$ cat src/rtl/sar_redund_pkg.sv
package sar_redund_pkg;

    typedef enum logic [1:0] {
        ST_IDLE,
        ST_SETTLE,
        ST_DECIDE
    } sar_state_e;

endpackage

$ cat src/rtl/sar_step_rom.sv
// Weight table lookup: entry i holds the weight applied after decision i+1.
module sar_step_rom #(
    parameter int STEP_W  = 4,
    parameter int NUM_ENT = 4,
    parameter int IW      = 3,
    parameter logic [NUM_ENT*STEP_W-1:0] TABLE = '0
) (
    input  logic [IW-1:0]     idx,
    output logic [STEP_W-1:0] step_size
);

    logic [STEP_W-1:0] ent [NUM_ENT];

    for (genvar gi = 0; gi < NUM_ENT; gi++) begin : g_ent
        assign ent[gi] = TABLE[gi*STEP_W +: STEP_W];
    end

    always_comb begin
        step_size = '0;
        for (int i = 0; i < NUM_ENT; i++) begin
            if (idx == IW'(i)) begin
                step_size = ent[i];
            end
        end
    end

endmodule

$ cat src/rtl/sar_ref_step.sv
// Reference update in half-LSB units: add or subtract twice the weight.
module sar_ref_step #(
    parameter int RW     = 8,
    parameter int STEP_W = 4
) (
    input  logic signed [RW-1:0] ref_h,
    input  logic [STEP_W-1:0]    step_size,
    input  logic                 up,
    output logic signed [RW-1:0] ref_nxt
);

    logic signed [RW-1:0] delta_h;

    assign delta_h = signed'({{(RW-STEP_W-1){1'b0}}, step_size, 1'b0});
    assign ref_nxt = up ? (ref_h + delta_h) : (ref_h - delta_h);

endmodule

$ cat src/rtl/sar_result_fix.sv
// Final half-LSB term, floor to whole LSB, clamp to the N-bit range.
module sar_result_fix #(
    parameter int N  = 4,
    parameter int RW = 8
) (
    input  logic signed [RW-1:0] ref_h,
    input  logic                 last_above,
    output logic [N-1:0]         code
);

    localparam logic signed [RW-1:0] ONE_H  = 1;
    localparam logic signed [RW-1:0] ZERO_H = 0;
    localparam logic signed [RW-1:0] TOP    = (1 << N) - 1;

    logic signed [RW-1:0] sum_h;
    logic signed [RW-1:0] whole;

    always_comb begin
        sum_h = last_above ? (ref_h + ONE_H) : (ref_h - ONE_H);
        whole = sum_h >>> 1;
        if (whole < ZERO_H) begin
            code = '0;
        end else if (whole > TOP) begin
            code = '1;
        end else begin
            code = whole[N-1:0];
        end
    end

endmodule

$ cat src/rtl/sar_redund_ctrl.sv
module sar_redund_ctrl
    import sar_redund_pkg::*;
#(
    parameter int N      = 4,
    parameter int M      = 5,
    parameter int STEP_W = 4,
    parameter logic [(M-1)*STEP_W-1:0] STEP_TABLE = {4'd1, 4'd1, 4'd2, 4'd3}
) (
    input  logic                clk,
    input  logic                rst_n,
    input  logic                start,
    output logic                cmp_req,
    input  logic                cmp_valid,
    input  logic                cmp_above,
    output logic signed [N+2:0] dac_code,
    output logic                busy,
    output logic                done,
    output logic [N-1:0]        result
);

    localparam int CW = $clog2(M + 1);
    localparam int RW = N + 4;
    localparam logic signed [RW-1:0] MID_H = 2 ** N;
    localparam logic [CW-1:0] LAST_STEP = CW'(M);

    typedef struct packed {
        sar_state_e           state;
        logic [CW-1:0]        step;
        logic signed [RW-1:0] ref_h;
        logic                 done;
        logic [N-1:0]         result;
    } ctrl_t;

    ctrl_t s_d, s_q;

    logic [CW-1:0]        rom_idx;
    logic [STEP_W-1:0]    step_size;
    logic signed [RW-1:0] ref_nxt;
    logic [N-1:0]         fixed_code;

    assign rom_idx = s_q.step - 1'b1;

    sar_step_rom #(
        .STEP_W (STEP_W),
        .NUM_ENT(M - 1),
        .IW     (CW),
        .TABLE  (STEP_TABLE)
    ) rom_i (
        .idx      (rom_idx),
        .step_size(step_size)
    );

    sar_ref_step #(
        .RW    (RW),
        .STEP_W(STEP_W)
    ) upd_i (
        .ref_h    (s_q.ref_h),
        .step_size(step_size),
        .up       (cmp_above),
        .ref_nxt  (ref_nxt)
    );

    sar_result_fix #(
        .N (N),
        .RW(RW)
    ) fix_i (
        .ref_h     (s_q.ref_h),
        .last_above(cmp_above),
        .code      (fixed_code)
    );

    always_comb begin
        s_d      = s_q;
        s_d.done = 1'b0;
        unique case (s_q.state)
            ST_IDLE: begin
                if (start) begin
                    s_d.state = ST_SETTLE;
                    s_d.step  = CW'(1);
                    s_d.ref_h = MID_H;
                end
            end
            ST_SETTLE: begin
                s_d.state = ST_DECIDE;
            end
            ST_DECIDE: begin
                if (cmp_valid) begin
                    if (s_q.step == LAST_STEP) begin
                        s_d.state  = ST_IDLE;
                        s_d.done   = 1'b1;
                        s_d.result = fixed_code;
                    end else begin
                        s_d.state = ST_SETTLE;
                        s_d.step  = s_q.step + 1'b1;
                        s_d.ref_h = ref_nxt;
                    end
                end
            end
            default: begin
                s_d.state = ST_IDLE;
            end
        endcase
    end

    always_ff @(posedge clk) begin
        if (!rst_n) begin
            s_q.state  <= ST_IDLE;
            s_q.step   <= '0;
            s_q.ref_h  <= MID_H;
            s_q.done   <= 1'b0;
            s_q.result <= '0;
        end else begin
            s_q <= s_d;
        end
    end

    assign cmp_req  = (s_q.state == ST_DECIDE);
    assign busy     = (s_q.state != ST_IDLE);
    assign done     = s_q.done;
    assign result   = s_q.result;
    assign dac_code = s_q.ref_h[RW-1:1];

endmodule

$ cat config.mk
export PLATFORM = sky130hd
export DESIGN_NAME = sar_redund_ctrl
export DESIGN_NICKNAME = d
export VERILOG_FILES = /design/src/rtl/sar_redund_pkg.sv /design/src/rtl/sar_step_rom.sv /design/src/rtl/sar_ref_step.sv /design/src/rtl/sar_result_fix.sv /design/src/rtl/sar_redund_ctrl.sv
export SDC_FILE = /design/constraint.sdc
export NUM_CORES = 1
export LEC_CHECK = 0
export BUFFER_PORTS_ARGS = -buffer_cell sky130_fd_sc_hd__buf_2
export CORE_AREA = 5 5 57 59
export DETAILED_ROUTE_END_ITERATION = 7
export DIE_AREA = 0 0 62 64
export GPL_ROUTABILITY_DRIVEN = 0
export PLACE_DENSITY = 0.83
export SKIP_LAST_GASP = 1
export SLEW_MARGIN = 40
export SYNTH_ARGS = -nofsm -noshare
export SYNTH_HDL_FRONTEND = slang
export SYNTH_HIERARCHICAL = 1
export SYNTH_SLANG_ARGS = --single-unit
export TNS_END_PERCENT = 50
$ cat constraint.sdc
create_clock -name clk -period 9 [get_ports clk]
set_clock_uncertainty 0.2 [all_clocks]
set_input_delay 0.9 -clock clk [delete_from_list [all_inputs] [get_ports clk]]
set_output_delay 0.9 -clock clk [all_outputs]
set_load 0.02 [all_outputs]
After elaboration in Yosys (flattened, before gate mapping) --
Cells that the tools add are included.
Word-level totals: bits in registers 18, latch bits 0, bits in writable memories 0, memory bits (read-only) 0, bits of input ports 5, output and inout port bits 14, memories kept 0
Cells by class: add/subtract/negate cells 6, multiply operators 0, divide/modulo/power cells 0, $lt $le $gt $ge 2, eq/ne operators 9, shift-type cells 0, mux-type cells 15, bitwise gates (word level) 0, reductions and logical operators 8
Operator list (number):
- one-hot mux 11 bit (2 select lines) | 1
- two-way mux 18 bit | 1
- two-way mux 8 bit | 2
- two-way mux 13 bit | 1
- two-way mux 11 bit | 1
- adder 8 x 2 -> 8 bit (second input constant) | 1
- adder 8 x 4 -> 8 bit | 1
- two-way mux 2 bit | 4
- two-way mux 4 bit | 2
- subtractor 8 x 2 -> 8 bit (second input constant) | 1
- subtractor 8 x 4 -> 8 bit | 1
- greater-than comparator 7 x 5 -> 1 bit (second input constant) | 1
- less-than comparator 7 x 1 -> 1 bit (second input constant) | 1
- == test 3 x 2 -> 1 bit (second input constant) | 2
- one-hot mux 2 bit (3 select lines) | 1
- AND reduction 3 bit | 2
- two-way mux 5 bit | 1
- != test 2 bit (second input constant) | 2
- AND reduction 4 bit | 1
- nonzero test 2 bit | 2
- adder 3 x 1 -> 3 bit (second input constant) | 1
- == test 3 x 1 -> 1 bit (second input constant) | 1
- == test 3 bit (second input constant) | 1
- logical NOT 3 bit | 1
- 7 further kinds | 7

Depth between registers and ports, before layout --
depth in word-level cells 11, gate-level depth with buffers 16, gate-level depth less buffers 16

Modules after synthesis --
Netlist, hierarchy kept.
Modules (own cells, without submodules):
- sar_redund_ctrl | times used 1, cells each 96, area an instance 900.9 um2
- sar_result_fix | times used 1, cells each 46, area an instance 356.6 um2
- sar_ref_step | times used 1, cells each 42, area an instance 335.3 um2
- sar_step_rom | times used 1, cells each 6, area an instance 35.0 um2

Worst setup path before layout --
No wires, ideal clock.
path type reg2reg, from reg s_q[13] (netlist name), to reg dac_code[6] (netlist name), arrival time 2762 ps, slack 5966 ps, cell stages (with the launch flop) 16, buffers on the path 0, clock period less this slack 3034 ps, path through dfxtp_1 > inv_1 > ha_1 > inv_1 > inv_1 > a21oi_2 > inv_1 > ha_1 > mux2_2 > fa_1 > a211oi_2 > o21bai_1 > a21oi_2 > xnor2_1 > nand2_1 > mux2i_1
Between the ends: longest elaborated chain between the ends 11, elaborated cells between the ends (all ways) 18, those cells by class 3 x add/sub; 5 x eq/ne; 8 x mux; 2 x reduce/logical
Ends and longest elaborated chain:
- start, declared | RTL line sar_redund_ctrl.sv:34 | ctrl_t s_d, s_q;
- subtractor 3 x 1 -> 3 bit * | RTL line sar_redund_ctrl.sv:41 | assign rom_idx = s_q.step - 1'b1;
- net rom_idx[0] | RTL line sar_redund_ctrl.sv:36 | logic [CW-1:0] rom_idx;
- logical NOT 3 bit | RTL line sar_step_rom.sv:21 | if (idx == IW'(i)) begin
- two-way mux 2 bit (3 in a row) | RTL line sar_step_rom.sv:21
- two-way mux 2 bit * | RTL line sar_step_rom.sv:21
- net step_size[0] | RTL line sar_redund_ctrl.sv:37 | logic [STEP_W-1:0] step_size;
- subtractor 8 x 4 -> 8 bit / adder 8 x 4 -> 8 bit (equally long branches) | RTL line sar_ref_step.sv:15 | assign ref_nxt = up ? (ref_h + delta_h) : (ref_h - delta_h);
- two-way mux 8 bit * | RTL line sar_ref_step.sv:15
- net ref_nxt[7] | RTL line sar_redund_ctrl.sv:38 | logic signed [RW-1:0] ref_nxt;
- two-way mux 11 bit * | RTL line sar_redund_ctrl.sv:88 | if (s_q.step == LAST_STEP) begin
- two-way mux 18 bit * | RTL line sar_redund_ctrl.sv:87 | if (cmp_valid) begin
- one-hot mux 11 bit (2 select lines) * | RTL line sar_redund_ctrl.sv:75 | unique case (s_q.state)
The timed path passes the listed nets; every way through them passes the cells marked *. The select of a mux whose other input is x is not followed. A chain may end at the register's enable or synchronous reset.

Worst setup path after layout --
from reg s_q[13] (netlist name), to reg dac_code[6] (netlist name)
Between the ends: longest elaborated chain between the ends 11, elaborated cells between the ends (all ways) 18, those cells by class 3 x add/sub; 5 x eq/ne; 8 x mux; 2 x reduce/logical
Ends and longest elaborated chain (RTL line):
- subtractor 3 x 1 -> 3 bit * | sar_redund_ctrl.sv:41
- net rom_idx[0] | sar_redund_ctrl.sv:36
- logical NOT 3 bit | sar_step_rom.sv:21
- two-way mux 2 bit (3 in a row) | sar_step_rom.sv:21
- two-way mux 2 bit * | sar_step_rom.sv:21
- net step_size[0] | sar_redund_ctrl.sv:37
- subtractor 8 x 4 -> 8 bit / adder 8 x 4 -> 8 bit (equally long branches) | sar_ref_step.sv:15
- two-way mux 8 bit * | sar_ref_step.sv:15
- net ref_nxt[7] | sar_redund_ctrl.sv:38
- two-way mux 11 bit * | sar_redund_ctrl.sv:88
- two-way mux 18 bit * | sar_redund_ctrl.sv:87
- one-hot mux 11 bit (2 select lines) * | sar_redund_ctrl.sv:75
Marks and branches as above.

==> summary.md <==
| Metric | Value |
|---|---|
| Post-synthesis simple-gate area fraction | `18.3%` |
| Primary FF master, synth | `dfxtp_1` |
| CP startpoint kind | `flop` |
| Hold Fails Final Rpt | `0` |
| Synth top area share | `22.1%` |
| Final setup viols | `0` |
| Area occupied by multi-input gates | `1100 µm²` |
| Post-DP HPWL | `2.61 mm` |
| Worst r2r src | `s_q[13]` |
| CTS Sinks | `18` |
| Cts hold-fix bufs | `0` |
| Clock Latency Late Sink | `0.30 ns` |
| Initial antenna violation count | `0` |
| Initial Util | `61.1%` |
| H-tree depth | `1` |
| Die Y | `64 µm` |
| Post-Synth XOR/XNOR Area | `6.99%` |
| Pin count of the biggest net entering global routing | `21` |
| WP data required | `9.03 ns` |
| Fillers | `224` |
| Setup_tns | `0 ns` |
| Placed Cells | `221` |
| Largest family of logic cells by synthesized area | `simple AND/OR/NAND/NOR gates` |
| # IOs | `19` |
| Worst-Margin Slew | `0.759 ns` |
| Crit Path Category | `flop to flop` |
| Crit path arrival time | `3.30 ns` |
| Setup Fix Bufs, Post-CTS | `0` |
| Ys Warns | `6` |
| Flop2flop setup slack | `5.72 ns` |
| Clk root buf | `clkbuf_4` |
| Number of flops mapped to enable cells by yosys | `0` |
| Hold depth | `2` |
| FFs w/ async S/R, synth | `0%` |
| Min cycle time layout | `3.28 ns` |
| DRC violations left | `0` |
| Maxcap violations | `0` |
| IO buf count | `18` |
| Pwr dens | `111 nW/µm²` |
| Hold Path Sink | `s_q[14]` |
| Post-route cell area | `1660 µm²` |
| Critical Path End Type | `flop` |
| FF/Latch Area | `360 µm²` |
| First-pass GRT wire length | `5.66 mm` |
| Post-DP Area | `1630 µm²` |
| CTS clk-pin slew, worst paths | `0.11 ns` |
| FP Rows | `19` |
| Compound-cell area share of the yosys netlist | `16.8%` |
| Multiplexer share of the synthesized area | `9.30%` |
| Synth unique cells | `46` |
| Vias after detailed routing | `1296` |
| First-pass DRT Iterations | `4` |
| Synthesized cell area | `1630 µm²` |
| Synthesized flop and latch total | `18` |
| N_diodes | `0` |
| Routed Antenna Nets | `0` |
| Worst r2r path cells | `15` |
| CTS tree | `built` |
| P&R area growth vs syn | `2.23%` |
| Synth cell count leaders | `nand2_1 (21), dfxtp_1 (18), ha_1 (17)` |
| Wire per inst | `14.5 µm` |
| Share of cells above drive strength 1 | `18.6%` |
| Detailed Route WL | `3.27 mm` |
| Post-Layout Cell Count | `225` |
| Rel. slew slack | `49.4%` |
| Die width | `62 µm` |
| VDD IR-drop max | `0.0683 mV` |
| Vias/cell | `5.76` |
| Area share of fa/ha/maj cells after synthesis | `15.5%` |
| Fmax | `305 MHz` |
| Core area | `2660 µm²` |
| RSZ-0062 raised after global routing | `no` |
| Full die area | `3970 µm²` |
| Static leakage | `0.731 nW` |
| Critical Path Fanout Max | `5` |
| Syn Area/Cell | `8.57 µm²` |
| Final period util | `36.4%` |
| Largest area contributor in the synthesized netlist | `dfxtp_1` |
| CTS buffer count | `3` |
| Clk buf depth | `2` |
| DR iter-0 viols | `78` |
| Cell with the most instances after synthesis | `nand2_1` |
| FF-to-FF End | `dac_code[6]` |
| Outcome | `finished, final reports clean` |
| Dpl ws | `5.70 ns` |
| Number of global-route vias before repair | `1317` |
| Share of the core filled with cells | `62.5%` |
| Min-delay src | `s_q[14]` |
| GR Util All Layers | `18.2%` |
| Grt ovf | `0` |
| Syn Inst Count | `190` |
| Total Nets Final | `219` |
| Top cells by area, synth | `dfxtp_1 (22%), ha_1 (13%), mux2i_1 (8.6%)` |
| Setup ws final | `5.72 ns` |
| Sequential fraction of the synthesis area | `22.1%` |
| Hold Crit Class | `flop to flop` |
| Final Max Tran Viols | `0` |
| Post-cts sizing count | `0` |
[how the worst max path moves through the flow]
stage | startpoint | cells after the start | to | slack [ns]
after global placement | cmp_above | 10 | result[1] | 5.84
after detailed placement | cmp_above | 10 | result[2] | 5.70
after CTS | s_q[13] | 15 | dac_code[6] | 5.72
after floorplan | s_q[13] | 15 | dac_code[6] | 5.97
after global routing | s_q[13] | 15 | dac_code[6] | 5.46
final | s_q[13] | 15 | dac_code[6] | 5.72
[layout by cell type (no fill, tap or decap), types with 2 or more instances in the layout]
master / count
nand2_1: 21
dfxtp_1: 18
buf_2: 18
ha_1: 17
mux2i_1: 14
inv_1: 11
nor2_1: 10
xor2_1: 8
a21oi_1: 8
nor2b_1: 7
nand3_1: 5
xnor2_1: 5
a21oi_2: 4
clkbuf_4: 3
o21ai_0: 3
a211oi_1: 3
nand2b_1: 2
o21a_1: 2
or3_1: 2
o2111ai_1: 2
a21o_1: 2
o211ai_1: 2
a211oi_2: 2
fa_1: 2
conb_1: 2
[layout make-up]
class                           count  area share (%)
Sequential cell                    18            21.7
Multi-Input combinational cell    143            65.9
Inverter                           11            2.48
Tap cell                           31            2.33
Clock buffer                        4            2.18
Timing Repair Buffer               18            5.41
[registers in the layout, indices dropped and copies added (netlist names)]
register and flops:
s_q 6, done 1, result 4, dac_code 7
[cells by family after synthesis]
logic type | Yosys count
buf+inv | 30
simple gates | 58
xor+xnor | 13
other cells | 1
compound gates | 36
fa+ha+maj | 19
mux | 15
flops | 18
[metrics by stage]
| stage | total power [mW] | hold slack [ns] |
|---|---|---|
| after floorplan | 0.127 | 0.251 |
| after global placement | 0.133 | 0.268 |
| after detailed placement | 0.136 | 0.282 |
| after CTS | 0.186 | 0.298 |
| after global routing | 0.196 | 0.327 |
| final | 0.184 | 0.291 |
[critical path, stage by stage, from the launching register on]
cell and delay [ns]:
dfxtp_1 0.42, inv_1 0.10, ha_1 0.31, inv_1 0.07, inv_1 0.05, a21oi_2 0.17
inv_1 0.06, ha_1 0.28, mux2_2 0.29, fa_1 0.46, a211oi_2 0.20, o21bai_1 0.11
a21oi_2 0.16, xnor2_1 0.13, nand2_1 0.06, mux2i_1 0.12
[per-layer routing]
metal	routed length [µm]	part of all wire [%]	track usage [%]
met5	0	0	0
met4	78	2.4	7.16
met3	106	3.2	1.21
met2	1770	54	32.4
met1	1310	40	21.7
[where the power goes]
group          internal (mW)  leakage, nW  total [mW]  switching, mW
registers             0.0811        0.146      0.0837        0.00267
clock network         0.0247       0.0210      0.0502         0.0255
logic                 0.0220        0.564      0.0506         0.0286
No activity file was read; power rests on OpenSTA's default activity.
